## config.mk

```make
export PLATFORM = sky130hd
export DESIGN_NAME = dac_idx_seq
export DESIGN_NICKNAME = d
export VERILOG_FILES = /design/src/rtl/dac_seq_pkg.sv /design/src/rtl/dac_seq_ctrl.sv /design/src/rtl/dac_seq_source.sv /design/src/rtl/dac_seq_port.sv /design/src/rtl/dac_idx_seq.sv
export SDC_FILE = /design/constraint.sdc
export NUM_CORES = 1
export LEC_CHECK = 0
export BUFFER_PORTS_ARGS = -buffer_cell sky130_fd_sc_hd__buf_2
export CORE_AREA = 2 2 68 86
export DETAILED_ROUTE_END_ITERATION = 16
export DIE_AREA = 0 0 70 88
export HOLD_SLACK_MARGIN = 0.1
export PLACE_DENSITY = 0.66
export SLEW_MARGIN = 0
export SYNTH_ARGS = -nofsm -noshare
export SYNTH_HDL_FRONTEND = slang
export SYNTH_SLANG_ARGS = --single-unit
```

## constraint.sdc

```tcl
create_clock -name clk -period 3.55 [get_ports clk]
set_clock_uncertainty 0.15 [all_clocks]
set_input_delay 0.8875 -clock clk [delete_from_list [all_inputs] [get_ports clk]]
set_output_delay 0.8875 -clock clk [all_outputs]
set_load 0.02 [all_outputs]
```

## src/rtl/dac_seq_pkg.sv

```systemverilog
package dac_seq_pkg;

  typedef enum logic [1:0] {
    PORT_CTRL  = 2'd0,
    PORT_INDEX = 2'd1,
    PORT_DATA  = 2'd2,
    PORT_MASK  = 2'd3
  } port_e;

  typedef enum logic [2:0] {
    ST_CTL_ON  = 3'd0,
    ST_IDX_LO  = 3'd1,
    ST_IDX_HI  = 3'd2,
    ST_VAL     = 3'd3,
    ST_CTL_OFF = 3'd4
  } step_e;

  localparam int PLL_PAIRS = 8;

  // Fixed part of the clock-setup script; the two tail entries take the
  // caller's divider bytes.
  function automatic logic [23:0] pll_pair(input logic [2:0] k,
                                           input logic [7:0] m,
                                           input logic [7:0] n);
    logic [23:0] r;
    case (k)
      3'd0:    r = {16'h0006, 8'h02};
      3'd1:    r = {16'h0010, 8'h01};
      3'd2:    r = {16'h0070, 8'h01};
      3'd3:    r = {16'h008F, 8'h1F};
      3'd4:    r = {16'h0003, 8'h00};
      3'd5:    r = {16'h0005, 8'h00};
      3'd6:    r = {16'h0020, m};
      default: r = {16'h0021, n};
    endcase
    return r;
  endfunction

endpackage

```

## src/rtl/dac_seq_ctrl.sv

```systemverilog
module dac_seq_ctrl
  import dac_seq_pkg::*;
#(
  parameter int PAIR_W = 3
) (
  input  logic              clk,
  input  logic              rst_n,
  input  logic              start,
  input  logic [PAIR_W-1:0] last_pair,
  output logic              busy,
  output step_e             step,
  output logic [PAIR_W-1:0] pair
);

  logic              busy_q, busy_d;
  step_e             step_q, step_d;
  logic [PAIR_W-1:0] pair_q, pair_d;
  logic              en;

  assign en = start | busy_q;

  always_comb begin
    busy_d = busy_q;
    step_d = step_q;
    pair_d = pair_q;
    if (!busy_q) begin
      if (start) begin
        busy_d = 1'b1;
        step_d = ST_CTL_ON;
        pair_d = '0;
      end
    end else if (step_q == ST_CTL_OFF) begin
      step_d = ST_CTL_ON;
      if (pair_q == last_pair) begin
        busy_d = 1'b0;
        pair_d = '0;
      end else begin
        pair_d = pair_q + 1'b1;
      end
    end else begin
      step_d = step_e'(step_q + 3'd1);
    end
  end

  always_ff @(posedge clk or negedge rst_n) begin
    if (!rst_n) begin
      busy_q <= 1'b0;
      step_q <= ST_CTL_ON;
      pair_q <= '0;
    end else if (en) begin
      busy_q <= busy_d;
      step_q <= step_d;
      pair_q <= pair_d;
    end
  end

  assign busy = busy_q;
  assign step = step_q;
  assign pair = pair_q;

endmodule

```

## src/rtl/dac_seq_source.sv

```systemverilog
module dac_seq_source
  import dac_seq_pkg::*;
#(
  parameter int IDX_W  = 16,
  parameter int DAT_W  = 8,
  parameter int PAIR_W = 3
) (
  input  logic              mode_pll,
  input  logic [PAIR_W-1:0] pair,
  input  logic [IDX_W-1:0]  idx_q,
  input  logic [DAT_W-1:0]  val_q,
  input  logic [DAT_W-1:0]  nref_q,
  output logic [IDX_W-1:0]  cur_idx,
  output logic [DAT_W-1:0]  cur_val
);

  logic [23:0] scr;

  generate
    if (PAIR_W >= 3) begin : g_wide
      assign scr = pll_pair(pair[2:0], val_q[7:0], nref_q[7:0]);
    end else begin : g_narrow
      assign scr = pll_pair(3'(pair), val_q[7:0], nref_q[7:0]);
    end
  endgenerate

  always_comb begin
    if (mode_pll) begin
      cur_idx = IDX_W'(scr[23:8]);
      cur_val = DAT_W'(scr[7:0]);
    end else begin
      cur_idx = idx_q;
      cur_val = val_q;
    end
  end

endmodule

```

## src/rtl/dac_seq_port.sv

```systemverilog
module dac_seq_port
  import dac_seq_pkg::*;
#(
  parameter int IDX_W = 16,
  parameter int DAT_W = 8
) (
  input  logic             busy,
  input  step_e            step,
  input  logic [IDX_W-1:0] cur_idx,
  input  logic [DAT_W-1:0] cur_val,
  output logic [1:0]       sel,
  output logic [DAT_W-1:0] wdata,
  output logic             we
);

  localparam int HI_W = IDX_W - DAT_W;

  always_comb begin
    sel   = PORT_CTRL;
    wdata = '0;
    we    = busy;
    if (busy) begin
      case (step)
        ST_CTL_ON: begin
          sel   = PORT_CTRL;
          wdata = DAT_W'(1);
        end
        ST_IDX_LO: begin
          sel   = PORT_INDEX;
          wdata = cur_idx[DAT_W-1:0];
        end
        ST_IDX_HI: begin
          sel   = PORT_DATA;
          wdata = DAT_W'(cur_idx[IDX_W-1 -: HI_W]);
        end
        ST_VAL: begin
          sel   = PORT_MASK;
          wdata = cur_val;
        end
        default: begin
          sel   = PORT_CTRL;
          wdata = '0;
        end
      endcase
    end
  end

endmodule

```

## src/rtl/dac_idx_seq.sv

```systemverilog
module dac_idx_seq
  import dac_seq_pkg::*;
#(
  parameter int IDX_W = 16,
  parameter int DAT_W = 8
) (
  input  logic             clk,
  input  logic             rst_n,
  input  logic             cmd_valid,
  output logic             cmd_ready,
  input  logic             cmd_pll,
  input  logic [IDX_W-1:0] cmd_index,
  input  logic [DAT_W-1:0] cmd_value,
  input  logic [DAT_W-1:0] cmd_nref,
  output logic [1:0]       port_sel,
  output logic [DAT_W-1:0] port_wdata,
  output logic             port_we
);

  localparam int PAIR_W = $clog2(PLL_PAIRS);

  logic              busy;
  step_e             step;
  logic [PAIR_W-1:0] pair;
  logic              accept;
  logic              mode_q;
  logic [IDX_W-1:0]  idx_q;
  logic [DAT_W-1:0]  val_q, nref_q;
  logic [PAIR_W-1:0] last_pair;
  logic [IDX_W-1:0]  cur_idx;
  logic [DAT_W-1:0]  cur_val;

  assign cmd_ready = ~busy;
  assign accept    = cmd_valid & cmd_ready;

  // Operand capture: enabled on acceptance only.
  always_ff @(posedge clk or negedge rst_n) begin
    if (!rst_n) begin
      mode_q <= 1'b0;
      idx_q  <= '0;
      val_q  <= '0;
      nref_q <= '0;
    end else if (accept) begin
      mode_q <= cmd_pll;
      idx_q  <= cmd_index;
      val_q  <= cmd_value;
      nref_q <= cmd_nref;
    end
  end

  assign last_pair = mode_q ? PAIR_W'(PLL_PAIRS - 1) : '0;

  dac_seq_ctrl #(.PAIR_W(PAIR_W)) u_ctrl (
    .clk       (clk),
    .rst_n     (rst_n),
    .start     (accept),
    .last_pair (last_pair),
    .busy      (busy),
    .step      (step),
    .pair      (pair)
  );

  dac_seq_source #(.IDX_W(IDX_W), .DAT_W(DAT_W), .PAIR_W(PAIR_W)) u_src (
    .mode_pll (mode_q),
    .pair     (pair),
    .idx_q    (idx_q),
    .val_q    (val_q),
    .nref_q   (nref_q),
    .cur_idx  (cur_idx),
    .cur_val  (cur_val)
  );

  dac_seq_port #(.IDX_W(IDX_W), .DAT_W(DAT_W)) u_port (
    .busy    (busy),
    .step    (step),
    .cur_idx (cur_idx),
    .cur_val (cur_val),
    .sel     (port_sel),
    .wdata   (port_wdata),
    .we      (port_we)
  );

endmodule

```

# After elaboration in Yosys (flattened, before gate mapping)
# Index checks and enable logic that the tools add are counted.
word_totals:
  out_inout_bits: 12
  ff_bits: 40
  elab_cells: 47
  inputBits: 36
classes:
  eq_ne: 12
  n_bitwise: 3
  n_addsub: 2
  n_reduce_logical: 5
  mux: 18
ops:
  columns: ["cell", "count"]
  rows:
  - ["16-bit case mux with 7 select lines", 1]
  - ["8-bit case mux with 4 select lines", 1]
  - ["3-bit two-way mux", 7]
  - ["16-bit two-way mux", 1]
  - ["8-bit two-way mux", 2]
  - ["3-bit by 2-bit equality test with 1-bit output (second input constant)", 4]
  - ["3-bit equality test (second input constant)", 4]
  - ["3-bit by 1-bit adder with 3-bit output (second input constant)", 2]
  - ["3-bit by 1-bit equality test with 1-bit output (second input constant)", 2]
  - ["3-bit zero test", 2]
  - ["2-bit case mux with 3 select lines", 1]
  - ["1-bit two-way mux", 4]
  - ["3-bit equality test", 1]
  - ["3-bit AND reduction", 1]
  - ["2-bit two-way mux", 1]
  - ["2-bit != test (second input constant)", 1]
  - ["2-bit AND reduction", 1]
  - ["2-bit nonzero test", 1]
  - ["1-bit AND", 1]
  - ["1-bit NOT", 1]
  - ["1-bit bitwise OR", 1]

# Depth between registers and ports, before layout
logic_depth:
  word_depth: 5
  ltp_mapped: 7
  ltp_nobuf: 6

# Modules after synthesis
# A second synthesis with hierarchy kept.
hier_totals:
  hier_cells: 224
  hier_area_um2: 2521.2
by_module_without_submodules:
  columns: ["module", "n_inst", "area_each_um2", "cells_per_inst", "seq_area_each_um2"]
  rows:
  - ["dac_idx_seq", 1, 1361.3, 72, 825.8]
  - ["dac_seq_source", 1, 461.7, 76, 0.0]
  - ["dac_seq_ctrl", 1, 426.7, 41, 175.2]
  - ["dac_seq_port", 1, 271.5, 35, 0.0]

# Worst setup path before layout
# No wires, ideal clock.
synth_path:
  path_type: "register to output"
  start: "register u_ctrl.step_q[0] (netlist: u_ctrl.step[0])"
  end: "output port_wdata[3]"
  slack_ns: 0.763
  required_time_ns: 2.513
  n_path_buf: 0
  arrival_ns: 1.749
  stages_incl_launch_ff: 7
  cell_sequence: "dfrtp_1 > ha_1 > ha_1 > or4_1 > o211ai_2 > or2_1 > o211ai_1"
synth_between:
  elab_chain_cells: 3
  word_cells_on_any_way: 6
  cone_classes: "eq/ne (3); mux (2); reduce/logical (1)"
synth_rtl:
  columns: ["element", "line_no", "text"]
  rows:
  - ["from (decl)", "dac_seq_ctrl.sv:16", "step_e step_q, step_d;"]
  - ["from (signal assigned)", "dac_seq_ctrl.sv:52", "step_q <= step_d;"]
  - ["3-bit by 2-bit equality test with 1-bit output (tied with other cells)", "dac_seq_port.sv:23", "case (step)"]
  - ["8-bit case mux with 4 select lines (*)", "dac_seq_port.sv:23", null]
  - ["8-bit two-way mux (*)", "dac_seq_port.sv:22", "if (busy) begin"]
  - ["to (decl)", "dac_idx_seq.sv:16", "output logic [DAT_W-1:0] port_wdata,"]
# Mark *: on every way between the ends. The rest lies on a longest branch, timed or not.

# Worst setup path after layout
layout_path:
  start: "register u_ctrl.step_q[2] (netlist: u_ctrl.step[2])"
  end: "output port_wdata[3]"
# Same word-level chain as after synthesis.

==> results.yml <==
outcome:
  status: "finished, final reports clean"
run:
  drv_cap: 0
die:
  dieWidth_um: 70
  dieArea_um2: 6160
  dieHeight_um: 88
  core_area_um2: 5330
  fp-row-count: 30
  pin_count: 48
  initial_core_util: 0.435
critical_path:
  crit_buf_inv: 2
  crit_family: "simple AND/OR/NAND/NOR gates"
  worst-path-stages: 7
  reg2reg_to: "idx_q[3]$_DFFE_PN0P_"
  endpoint: "port_wdata[3]"
  critPathKind: "reg -> out"
  r2r_cells: 3
  critPathMaxStageDelay_ps: 520
  cp.arrival_ps: 2340
  regToRegStartpoint: "u_ctrl.busy$_DFFE_PN0P_"
  crit_path_end_kind: "output pin"
  cp_max_fo: 12
  crit_chain: "inv_1 -> ha_2 -> or4_1 -> o211ai_2 -> or2_1 -> o211ai_1 -> buf_2"
  crit_required_ps: 2510
  slowest_stage: "or4_1"
  cp-startpoint: "u_ctrl.step[2]$_DFFE_PN0P_"
  r2r_slack_ps: 1820
  critPathLaunchType: "flip-flop"
clock_tree:
  cts-root-buf: "clkbuf_8"
  cts_tree: "done"
  cts_setup_buffers: 0
  clk_pin_slew_ps: 70
  clk_latency_ps: 290
  cts.sinks: 40
  cts_buffers: 5
  cts_hold_buf: 0
  cts_resized: 0
  cts_buffer_depth: 2
  h-tree-depth: 2
timing:
  finalCritPeriodShare: 0.952
  max_slew_margin: 0.424
  timing.fmax_mhz: 296
  hold_viol: 0
  layout_min_cycle_time_ps: 3380
  rsz0062_at_grt: "no"
  tightest_slew_ps: 864
  tns_ps: 0
  drv_slew: 0
  setup_violations: 0
logic_synthesis:
  synth_seq_cells: 40
  synth_cell_types: 51
  avgSynthCellArea_um2: 11.5
  yosysSeqAreaShare: 0.432
  async_flop_share: 1.00
  syn-num-nets: 247
  ys.flop_type: "dfrtp_1"
  synth_warnings: 0
  synth_edf_count: 0
  synthCells: 201
  netlist_area_um2: 2320
power_and_ir_drop:
  p_per_area_nw_per_um2: 919
  power.total_mw: 2.43
  ir_drop_uv: 388
  cellLeakagePower_nw: 1.21
detailed_routing:
  vias: 1764
  dr.pass1.iters: 5
  avgViaCountPerCell: 5.67
  ant_nets: 0
  wl_per_cell_um: 16.7
  drc: 0
  drt_wl_total_um: 5190
  drtIter0Drc: 115
cells_and_area:
  syn_to_final_growth_pct: 14.3
  fill_cells: 500
  final_layout_size_suffix_gt1_frac: 0.401
  diodes: 0
  seqCellArea_um2: 1000
  multi_input_area_um2: 1160
  final_common_cell: "buf_2"
  layout_common_cells: "47 x buf_2, 40 x dfrtp_1, 27 x mux2_2, 10 x inv_1"
  final_nets: 292
place:
  gp_congestion: 0.889
  port_buffers: 47
  dp_hpwl_um: 3780
global_routing:
  grt_max_degree: 41
  grt_pass1_vias: 1709
  track_usage: 0.176
  antenna_found_initial: 0
  grt-ovfl-total: 0
  grt_pass1_wl_um: 8430
worst_hold_path:
  hold_path_class: "reg -> reg"
[synth_stat cells (all sizes together) (3+ instances only)]
master / instances / share of area
and4: 4 / 0.016
o211ai: 3 / 0.012
clkbuf: 3 / 0.018
a32oi: 3 / 0.011
ha: 10 / 0.054
mux2: 33 / 0.16
nand2: 7 / 0.011
nand3: 3 / 0.0065
o22ai: 3 / 0.0081
a22oi: 3 / 0.0097
buf: 9 / 0.033
nand2b: 3 / 0.0081
nor3: 4 / 0.011
a221oi: 3 / 0.017
inv: 11 / 0.018
or2: 3 / 0.0081
nor2: 8 / 0.013
nor2b: 6 / 0.017
dfrtp: 40 / 0.43
o21ai: 10 / 0.022
a31oi: 3 / 0.0081
a21oi: 7 / 0.015
[power breakdown]
| part | internal [mW] | switching (mW) | total (mW) |
|---|---|---|---|
| Sequential | 0.677 | 0.217 | 0.894 |
| Combinational | 0.543 | 0.635 | 1.18 |
| Clock | 0.209 | 0.155 | 0.363 |
[through the flow]
step	setup WS, ps	cells	cell area [µm²]	hold WS, ps	utilization
floorplan	763	201	2320	300	-
global placement	476	303	2540	320	0.476
detailed placement	430	303	2540	325	0.476
CTS	110	311	2650	342	0.496
global route	49.0	311	2650	361	0.497
finish	172	311	2650	336	0.497
[area by class of cell]
cell class	instances	area share
Multi-Input combinational cell	138	0.438
Sequential cell	40	0.378
Timing Repair Buffer	50	0.0973
Tap cell	64	0.0302
Clock buffer	6	0.0274
Inverter	11	0.0156
Clock inverter	2	0.0132
[worst min-delay path by stage]
stage,startpoint,end,cells after the start,slack [ps]
final,nref_q[4]$_DFFE_PN0P_,nref_q[4]$_DFFE_PN0P_,1,340
after global routing,nref_q[4]$_DFFE_PN0P_,nref_q[4]$_DFFE_PN0P_,1,360
after CTS,nref_q[4]$_DFFE_PN0P_,nref_q[4]$_DFFE_PN0P_,1,340
after detailed placement,nref_q[4]$_DFFE_PN0P_,nref_q[4]$_DFFE_PN0P_,1,320
after global placement,nref_q[4]$_DFFE_PN0P_,nref_q[4]$_DFFE_PN0P_,1,320
after floorplan,nref_q[0]$_DFFE_PN0P_,nref_q[0]$_DFFE_PN0P_,1,300
[flip-flops by register name, summed over array words and instances, names as in the netlist]
| signal | count |
|---|---|
| idx_q | 16 |
| mode_q | 1 |
| nref_q | 8 |
| u_ctrl.busy | 1 |
| u_ctrl.pair | 3 |
| u_ctrl.step | 3 |
| val_q | 8 |
[cell families (layout without fill, tap and decap cells)]
kind of cell             Yosys count  after routing  share of synthesized area
buffers and inverters             23             69                     0.0691
multiplexers                      34             34                      0.165
adder cells (fa/ha/maj)           10             10                     0.0540
flip-flops                        40             40                      0.432
AND/OR/NAND/NOR                   46             46                      0.120
AO/OA/AOI/OAI                     48             48                      0.160
[per-layer routing]
layer,GRT usage,vias to the layer above,share of wire
met2,0.286,63,0.49
met1,0.229,850,0.43
met5,0,-,0
met3,0.0311,16,0.049
met4,0.0857,0,0.036
li1,-,835,-
Power figures use the tool's default switching activity.
